==> config.mk <==
export PLATFORM = sky130hd
export DESIGN_NAME = mdio_slave_fsm
export DESIGN_NICKNAME = d
export VERILOG_FILES = /design/src/rtl/mdio_pkg.sv /design/src/rtl/mdio_bit_counter.sv /design/src/rtl/mdio_tx_driver.sv /design/src/rtl/mdio_slave_fsm.sv
export SDC_FILE = /design/constraint.sdc
export NUM_CORES = 1
export LEC_CHECK = 0
export BUFFER_PORTS_ARGS = -buffer_cell sky130_fd_sc_hd__buf_2
export CELL_PAD_IN_SITES_DETAIL_PLACEMENT = 0
export CELL_PAD_IN_SITES_GLOBAL_PLACEMENT = 2
export CORE_UTILIZATION = 29
export DETAILED_ROUTE_END_ITERATION = 6
export GPL_ROUTABILITY_DRIVEN = 0
export PLACE_DENSITY = 0.83
export SLEW_MARGIN = 25
export SYNTH_ARGS = -nofsm -noshare
export SYNTH_HDL_FRONTEND = slang
export SYNTH_HIERARCHICAL = 1
export SYNTH_SLANG_ARGS = --single-unit
==> constraint.sdc <==
create_clock -name clk -period 2.7 [get_ports clk]
set_clock_uncertainty 0.15 [all_clocks]
set_input_delay 0.54 -clock clk [delete_from_list [all_inputs] [get_ports clk]]
set_output_delay 0.54 -clock clk [all_outputs]
set_load 0.1 [all_outputs]
==> src/rtl/mdio_pkg.sv <==
`timescale 1ns/1ps
package mdio_pkg;
    typedef enum logic [2:0] {
        ST_IDLE,
        ST_START,
        ST_HDR,
        ST_TA_RD,
        ST_RD_DATA,
        ST_TA_WR,
        ST_WR_DATA
    } mdio_state_e;
endpackage

==> src/rtl/mdio_bit_counter.sv <==
`timescale 1ns/1ps
// Down-counter that tracks the remaining bits of the current frame field.
module mdio_bit_counter #(
    parameter int CNT_W = 5
) (
    input  logic             clk,
    input  logic             rst,
    input  logic             load_i,
    input  logic [CNT_W-1:0] load_val_i,
    input  logic             dec_i,
    output logic             last_o
);
    logic [CNT_W-1:0] cnt_d, cnt_q;

    always_comb begin
        cnt_d = cnt_q;
        if (load_i)
            cnt_d = load_val_i;
        else if (dec_i)
            cnt_d = cnt_q - 1'b1;
    end

    always_ff @(posedge clk) begin
        if (rst) cnt_q <= '0;
        else     cnt_q <= cnt_d;
    end

    assign last_o = (cnt_q == CNT_W'(1));

    // every field is loaded before it is counted down
    a_r3_no_underflow: assert property (@(posedge clk) disable iff (rst)
        (dec_i && !load_i) |-> (cnt_q != '0));
endmodule

==> src/rtl/mdio_tx_driver.sv <==
`timescale 1ns/1ps
// Holds the fetched read value and drives the line during a read.
module mdio_tx_driver
    import mdio_pkg::*;
#(
    parameter int DATA_W = 16
) (
    input  logic              clk,
    input  logic              rst,
    input  mdio_state_e       state_i,
    input  logic [DATA_W-1:0] rdata_i,
    output logic              out_o,
    output logic              oe_o
);
    logic [DATA_W-1:0] sh_d, sh_q;

    always_comb begin
        sh_d = sh_q;
        if (state_i == ST_TA_RD)
            sh_d = rdata_i;
        else if (state_i == ST_RD_DATA)
            sh_d = {sh_q[DATA_W-2:0], 1'b0};
    end

    always_ff @(posedge clk) begin
        if (rst) sh_q <= '0;
        else     sh_q <= sh_d;
    end

    assign oe_o  = (state_i == ST_TA_RD) || (state_i == ST_RD_DATA);
    assign out_o = (state_i == ST_RD_DATA) ? sh_q[DATA_W-1] : 1'b0;
endmodule

==> src/rtl/mdio_slave_fsm.sv <==
`timescale 1ns/1ps
module mdio_slave_fsm
    import mdio_pkg::*;
#(
    parameter int         DATA_W   = 16,
    parameter int         ADDR_W   = 5,
    parameter int         DEV_W    = 5,
    parameter int         OP_W     = 2,
    parameter logic [1:0] OP_READ  = 2'b10,
    parameter logic [1:0] OP_WRITE = 2'b01,
    parameter int         TA_WR_BITS = 2
) (
    input  logic              clk,
    input  logic              rst,
    input  logic              mdio_in,
    output logic              mdio_out,
    output logic              mdio_oe,
    output logic [ADDR_W-1:0] reg_addr,
    output logic [DATA_W-1:0] reg_wdata,
    output logic              reg_we,
    output logic              reg_re,
    input  logic [DATA_W-1:0] reg_rdata
);
    localparam int HDR_W = OP_W + DEV_W + ADDR_W;
    localparam int ACC_W = (DATA_W > HDR_W) ? DATA_W : HDR_W;
    localparam int MAXF  = (DATA_W > HDR_W) ? DATA_W : HDR_W;
    localparam int CNT_W = $clog2(MAXF + 1);

    typedef struct packed {
        mdio_state_e       state;
        logic [ACC_W-1:0]  acc;
        logic [ADDR_W-1:0] addr;
        logic              we;
    } ctl_t;

    ctl_t             r_d, r_q;
    logic             cnt_load, cnt_dec, cnt_last;
    logic [CNT_W-1:0] cnt_val;
    logic [OP_W-1:0]  op_d;

    always_comb begin
        r_d      = r_q;
        r_d.we   = 1'b0;
        cnt_load = 1'b0;
        cnt_dec  = 1'b0;
        cnt_val  = '0;
        op_d     = '0;
        case (r_q.state)
            ST_IDLE: begin
                if (!mdio_in) r_d.state = ST_START;
            end
            ST_START: begin
                if (mdio_in) begin
                    r_d.state = ST_HDR;
                    r_d.acc   = '0;
                    cnt_load  = 1'b1;
                    cnt_val   = CNT_W'(HDR_W);
                end
            end
            ST_HDR: begin
                r_d.acc = {r_q.acc[ACC_W-2:0], mdio_in};
                cnt_dec = 1'b1;
                if (cnt_last) begin
                    op_d     = r_d.acc[HDR_W-1 -: OP_W];
                    r_d.addr = r_d.acc[ADDR_W-1:0];
                    if (op_d == OP_READ) begin
                        r_d.state = ST_TA_RD;
                    end else if (op_d == OP_WRITE) begin
                        r_d.state = ST_TA_WR;
                        cnt_load  = 1'b1;
                        cnt_val   = CNT_W'(TA_WR_BITS);
                    end else begin
                        r_d.state = ST_IDLE;
                    end
                end
            end
            ST_TA_RD: begin
                r_d.state = ST_RD_DATA;
                cnt_load  = 1'b1;
                cnt_val   = CNT_W'(DATA_W);
            end
            ST_RD_DATA: begin
                cnt_dec = 1'b1;
                if (cnt_last) r_d.state = ST_IDLE;
            end
            ST_TA_WR: begin
                cnt_dec = 1'b1;
                if (cnt_last) begin
                    r_d.state = ST_WR_DATA;
                    cnt_load  = 1'b1;
                    cnt_val   = CNT_W'(DATA_W);
                end
            end
            ST_WR_DATA: begin
                r_d.acc = {r_q.acc[ACC_W-2:0], mdio_in};
                cnt_dec = 1'b1;
                if (cnt_last) begin
                    r_d.we    = 1'b1;
                    r_d.state = ST_IDLE;
                end
            end
            default: r_d.state = ST_IDLE;
        endcase
    end

    always_ff @(posedge clk) begin
        if (rst) begin
            r_q.state <= ST_IDLE;
            r_q.acc   <= '0;
            r_q.addr  <= '0;
            r_q.we    <= 1'b0;
        end else begin
            r_q <= r_d;
        end
    end

    mdio_bit_counter #(.CNT_W(CNT_W)) u_cnt (
        .clk        (clk),
        .rst        (rst),
        .load_i     (cnt_load),
        .load_val_i (cnt_val),
        .dec_i      (cnt_dec),
        .last_o     (cnt_last)
    );

    mdio_tx_driver #(.DATA_W(DATA_W)) u_tx (
        .clk     (clk),
        .rst     (rst),
        .state_i (r_q.state),
        .rdata_i (reg_rdata),
        .out_o   (mdio_out),
        .oe_o    (mdio_oe)
    );

    assign reg_addr  = r_q.addr;
    assign reg_wdata = r_q.acc[DATA_W-1:0];
    assign reg_we    = r_q.we;
    assign reg_re    = (r_q.state == ST_TA_RD);

    a_r4_ta_driven_low: assert property (@(posedge clk) disable iff (rst)
        reg_re |-> (mdio_oe && !mdio_out));
    a_r5_first_bit: assert property (@(posedge clk) disable iff (rst)
        reg_re |=> (mdio_oe && (mdio_out == $past(reg_rdata[DATA_W-1]))));
    a_r8_no_oe_on_write: assert property (@(posedge clk) disable iff (rst)
        reg_we |-> !mdio_oe);
    a_r9_we_pulse: assert property (@(posedge clk) disable iff (rst)
        reg_we |=> !reg_we);
    a_r9_re_pulse: assert property (@(posedge clk) disable iff (rst)
        reg_re |=> !reg_re);
    a_r9_exclusive: assert property (@(posedge clk) disable iff (rst)
        !(reg_re && reg_we));
endmodule

==> results of run 1 <==
[through the flow]
| stage | instances | setup WS [ns] | util (%) |
|---|---|---|---|
| finish | 396 | 0.178 | 33.9 |
| global placement | 389 | 0.411 | 32.5 |
| global route | 396 | 0.0622 | 33.9 |
| CTS | 396 | 0.161 | 33.9 |
| floorplan | 276 | 0.0291 | - |
| detailed placement | 389 | 0.286 | 32.5 |
[layout by cell type (no fill, tap or decap), types with 3 or more instances in the layout]
| master | count |
|---|---|
| a22oi_1 | 14 |
| buf_2 | 41 |
| o21a_1 | 3 |
| dfxtp_1 | 46 |
| a211oi_1 | 13 |
| o221a_2 | 3 |
| nand3_1 | 18 |
| nand2_1 | 18 |
| clkbuf_8 | 6 |
| nor2_1 | 23 |
| ha_1 | 4 |
| inv_1 | 13 |
| o21bai_1 | 13 |
| buf_4 | 10 |
| mux2i_1 | 7 |
| a21oi_1 | 24 |
[critical path: stages, from the launching register on]
cell	delay, ns
dfxtp_1	0.54
or3b_1	0.59
nor2_2	0.21
buf_12	0.19
[cell families after synthesis]
family          after synthesis  share of synthesized area (%)
simple gates                 83                           18.2
other cells                   1                          0.158
fa+ha+maj                     4                           2.11
buf+inv                      55                           14.1
xor+xnor                      3                           1.11
flops                        46                           38.9
mux                           7                           2.96
compound gates               77                           22.5
[cell type report]
type                            instances  area, um^2  area share, %
Tap cell                              102         128           4.82
Clock buffer                            6        82.6           3.12
Sequential cell                        46         921           34.8
Timing Repair Buffer                   53         320           12.1
Clock inverter                          1        30.0           1.13
Inverter                               13        48.8           1.84
Multi-Input combinational cell        175        1120           42.2
[synth_stat cells (all sizes together), types with 2 or more instances]
cell	n
nor2	25
a22oi	14
dfxtp	46
and3b	2
ha	4
a211oi	13
o31a	2
mux2i	7
nor3	2
a21oi	24
buf	35
and2	2
inv	13
nand3	18
o221a	3
nor2b	2
clkbuf	7
o21a	3
nor4b	2
nand2	20
o21bai	13
xor2	2
[metal layers]
| layer | part of all wire (%) | up-vias | global-route usage (%) | wire (um) |
|---|---|---|---|---|
| li1 | - | 974 | - | - |
| met1 | 47 | 907 | 15.8 | 2480 |
| met2 | 48 | 40 | 23.3 | 2570 |
| met3 | 3.9 | 8 | 2.79 | 210 |
| met4 | 1.1 | 0 | 4.30 | 59 |
| met5 | 0 | - | 0 | 0 |
[power breakdown]
part           internal [mW]  switching, mW  total (mW)  leakage, nW
clock network          0.296          0.229       0.525       0.0573
logic                 0.0829         0.0960       0.179        0.623
registers              0.712         0.0350       0.747        0.372
total                   1.09          0.360        1.45         1.05
[worst min-delay path by stage]
stage                  start       endpoint  cells past startpoint
6_report       reg_wdata[14]  reg_wdata[15]                      2
3_3_place_gp   reg_wdata[15]  reg_wdata[15]                      2
5_1_grt        reg_wdata[11]  reg_wdata[12]                      2
3_5_place_dp   reg_wdata[13]  reg_wdata[14]                      2
4_1_cts        reg_wdata[13]  reg_wdata[14]                      2
2_1_floorplan  reg_wdata[15]  reg_wdata[15]                      2
[flip-flops by register name, indices dropped and copies added, names as in the netlist]
signal       cells
u_cnt/cnt_q      5
r_q              3
reg_wdata       16
u_tx/sh_q       16
reg_we           1
reg_addr         5
==> qor.yml, run 1 <==
detailed_routing:
  drt_iter0_markers: 53
  drcViolationCount: 0
  detail-route-antenna-nets: 0
  wl_per_cell_um: 13.4
  wl_mm: 5.32
  num_vias: 1929
  first_pass_iters: 4
  viasPerCell: 4.87
global_route:
  grt_usage_pct: 13.2
  grt_pass1_wl_mm: 8.89
  grt.overflow.total: 0
  grt_max_degree: 22
  antenna_found_initial: 0
  grt_pass1_vias: 1874
floorplan:
  start_util_pct: 30.3
  die_area_um2: 8530
  ios: 44
  die_y_um: 92.4
  rows: 32
  core_um2: 7810
  die_w_um: 92.4
timing:
  tightest_slew_ns: 0.620
  fmax_ghz: 0.397
  whs_ns: 0.323
  fin_crit_ns: 2.52
  relSlewSlack_pct: 58.7
  hold_viol: 0
  final.setup.tns_ns: 0
  finalCritPeriodShare_pct: 93.4
  rsz0062_at_grt: "false"
  setup_viol_count_final: 0
  maxSlewViolCount: 0
worst_setup_path:
  worst-r2r-cell-count: 7
  cp-startpoint: "r_q[24]"
  timing.rr.start: "u_cnt/cnt_q[0]"
  worstSetupStartpointType: "register"
  required_ns: 2.01
  r2r_slack_ns: 0.27
  critPathMaxFanout: 14
  crit_end: "mdio_out"
  rr_endpoint: "u_cnt/cnt_q[0]"
  path_class: "reg -> out"
  cp-end-kind: "output pin"
  cp.arrival_ns: 1.83
final_layout:
  final_area_um2: 2650
  fin_nets: 317
  drive_above_1_share_pct: 23.8
  syn_to_final_growth_pct: 11.7
  antennaDiodeCount: 0
  fillers: 853
synthesis:
  synth_seq_cells: 46
  syn_area_um2: 2370
  syn_nets: 299
  syn_inst: 276
  seq_area_frac_synth_pct: 38.9
  synth_flop_cell: "dfxtp_1"
  yosysTopAreaCellShare_pct: 38.9
  ys_warn_count: 6
  synth_edf_count: 0
  async_reset_ff_share_pct: 0
  yosys.cell_types.count: 45
  yosysTopAreaCell: "dfxtp_1"
  ys_top_cells_by_area: "dfxtp_1, buf_4, a21oi_1"
  avgSynthCellArea_um2: 8.58
clock_tree:
  postCtsSetupRepairBufs: 0
  insertion_delay_ns: 0.30
  htree_num_levels: 2
  cts_resized: 0
  cts.path.max_buffers: 2
  clkSinkCount: 46
  cts_tree: "done"
  clk_root_buffer_cell: "clkbuf_8"
  ctsHoldBuffers: 0
  path_clk_slew_ns: 0.08
  numCtsBuffers: 5
power_and_ir_drop:
  leakage_nw: 1.05
  max-vdd-ir-drop_mv: 0.197
  total_power_mw: 1.45
  p_per_area_nw_per_um2: 548
place:
  dp_hpwl_mm: 3.49
  postPlaceCellArea_um2: 2530
  numPortBuffers: 43
worst_hold_path:
  hold_path_class: "reg -> reg"
run:
  drv_cap: 0
outcome:
  status: "complete, no violations"
Note: power is estimated with default switching activity, not from simulation.
==> inputs of run 2 (changes only) <==
--- a/config.mk
+++ b/config.mk
@@ -8,10 +8,10 @@
 export BUFFER_PORTS_ARGS = -buffer_cell sky130_fd_sc_hd__buf_2
 export CELL_PAD_IN_SITES_DETAIL_PLACEMENT = 0
 export CELL_PAD_IN_SITES_GLOBAL_PLACEMENT = 2
-export CORE_UTILIZATION = 29
+export CORE_UTILIZATION = 35
 export DETAILED_ROUTE_END_ITERATION = 6
 export GPL_ROUTABILITY_DRIVEN = 0
-export PLACE_DENSITY = 0.83
+export PLACE_DENSITY = 0.93
 export SLEW_MARGIN = 25
 export SYNTH_ARGS = -nofsm -noshare
 export SYNTH_HDL_FRONTEND = slang
==> constraint.sdc (replaced) <==
create_clock -name clk -period 3.11 [get_ports clk]
set_clock_uncertainty 0.15 [all_clocks]
set_input_delay 0.622 -clock clk [delete_from_list [all_inputs] [get_ports clk]]
set_output_delay 0.622 -clock clk [all_outputs]
set_load 0.1 [all_outputs]
==> qor.yml, run 2 (same netlist as run 1, synthesis figures left out) <==
clock_tree:
  cts_tree: "done"
  cts_resized: 0  # unchanged
  postCtsSetupRepairBufs: 0  # unchanged
  clkSinkCount: 46  # unchanged
  insertion_delay_ns: 0.29  # about the same
  cts.path.max_buffers: 2  # unchanged
  clk_root_buffer_cell: "clkbuf_8"
  htree_num_levels: 2  # unchanged
  ctsHoldBuffers: 0  # unchanged
  numCtsBuffers: 5  # unchanged
  path_clk_slew_ns: 0.09  # about the same
place:
  dp.cells: 362  # -6.9%
  dp_slack_ns: 0.407  # +0.121 ns
  dp_hpwl_mm: 3.29  # -5.6%
  numPortBuffers: 43  # unchanged
floorplan:
  rows: 29  # -9.4%
  core_um2: 6460  # -17%
  start_util_pct: 36.7  # +6.3 points
  die_area_um2: 7100  # -17%
  die_y_um: 84.3  # -8.8%
  ios: 44  # unchanged
  die_w_um: 84.3  # -8.8%
worst_setup_path:
  worst-r2r-cell-count: 7  # unchanged
  cp.arrival_ns: 2.03  # +0.20 ns
  path_class: "reg -> out"
  critPathMaxFanout: 14  # unchanged
  worstSetupStartpointType: "register"
  cp-end-kind: "output pin"
  required_ns: 2.34  # +0.33 ns
timing:
  fmax_ghz: 0.356
  fin_crit_ns: 2.81
  rsz0062_at_grt: "false"
  hold_viol: 0  # unchanged
  setup_viol_count_final: 0  # unchanged
  finalCritPeriodShare_pct: 90.2
  tightest_slew_ns: 0.895  # +0.275 ns
  final.setup.tns_ns: 0  # unchanged
  relSlewSlack_pct: 40.3  # -18 points
  maxSlewViolCount: 0  # unchanged
  setup_ws_ns: 0.304  # +0.126 ns
detailed_routing:
  num_vias: 1885  # -2.3%
  drcViolationCount: 6  # +6
  viasPerCell: 5.09  # +4.6%
  first_pass_iters: 6  # +2
  wl_per_cell_um: 13.6  # +1.4%
  drt_iter0_markers: 96  # +81%
  wl_mm: 5.04  # -5.2%
  detail-route-antenna-nets: 0  # unchanged
final_layout:
  drive_above_1_share_pct: 23.5  # -0.26 points
  fin_nets: 315  # -0.63%
  mostFrequentLayoutCell: "dfxtp_1"
  stdcell_count: 370  # -6.6%
  mostFrequentLayoutCells: "dfxtp_1, buf_2, a21oi_1, nor2_1"
  syn_to_final_growth_pct: 8.72
  antennaDiodeCount: 0  # unchanged
outcome:
  status: "finished, violations left"
  violations: "DRC"
run:
  drv_cap: 0  # unchanged
global_route:
  grt_max_degree: 47  # +110%
  grt_pass1_vias: 1723  # -8.1%
  grt.overflow.total: 0  # unchanged
  grt_pass1_wl_mm: 8.42  # -5.2%
  antenna_found_initial: 0  # unchanged
  grt_usage_pct: 14.6  # +1.4 points
power_and_ir_drop:
  p_per_area_nw_per_um2: 490  # -11%
  leakage_nw: 1.04  # -1.5%
  max-vdd-ir-drop_mv: 0.228  # +16%
worst_hold_path:
  min_path_cells: 2  # unchanged
  hold_path_class: "reg -> reg"
-- run 2: cell type report --
cell class | count | area, um^2
Clock inverter | 3 | 48.8
Fill cell | 687 | 3880
Tap cell | 77 | 96.3
Sequential cell | 46 | 921
Inverter | 13 | 48.8
Clock buffer | 5 | 68.8
Multi-Input combinational cell | 175 | 1120
Timing Repair Buffer | 51 | 275
-- run 2: path summary, 6_finish.rpt --
path | startpoint | end | slack (ns)
worst max register to register | u_cnt/cnt_q[0] | u_cnt/cnt_q[0] | 0.45
worst min-delay path | reg_wdata[15] | reg_wdata[15] | 0.33
worst max-delay path | r_q[24] | mdio_out | 0.30
worst min register to register | reg_wdata[15] | reg_wdata[15] | 0.33
-- run 2: metal layers --
layer | track usage [%] | vias to the layer above | wire (um)
met2 | 23.6 | 36 | 2340
met5 | 0 | - | 0
met3 | 3.64 | 2 | 240
li1 | - | 970 | -
met4 | 5.02 | 0 | 36
met1 | 19.0 | 877 | 2430
-- run 2: worst max-delay path, cell delays in order, from the launching register on --
cell	delay [ns]
dfxtp_1	0.55
or3b_1	0.61
nor2_2	0.14
buf_2	0.43
-- run 2: stage by stage --
stage                     hold slack, ns  util, %  area [um^2]  power (mW)
after floorplan                    0.294        -         2370       0.772
after global placement             0.301     38.0         2460       0.810
after detailed placement           0.315     38.0         2460       0.813
after CTS                          0.330     39.9         2570        1.28
after global routing               0.348     39.9         2570        1.32
final                              0.328     39.9         2570        1.26
-- run 2: report_power, final --
group | internal (mW) | switching [mW] | leakage (nW)
combinational | 0.0689 | 0.0831 | 0.608
clock | 0.245 | 0.218 | 0.0563
sequential | 0.618 | 0.0280 | 0.372
total | 0.932 | 0.329 | 1.04
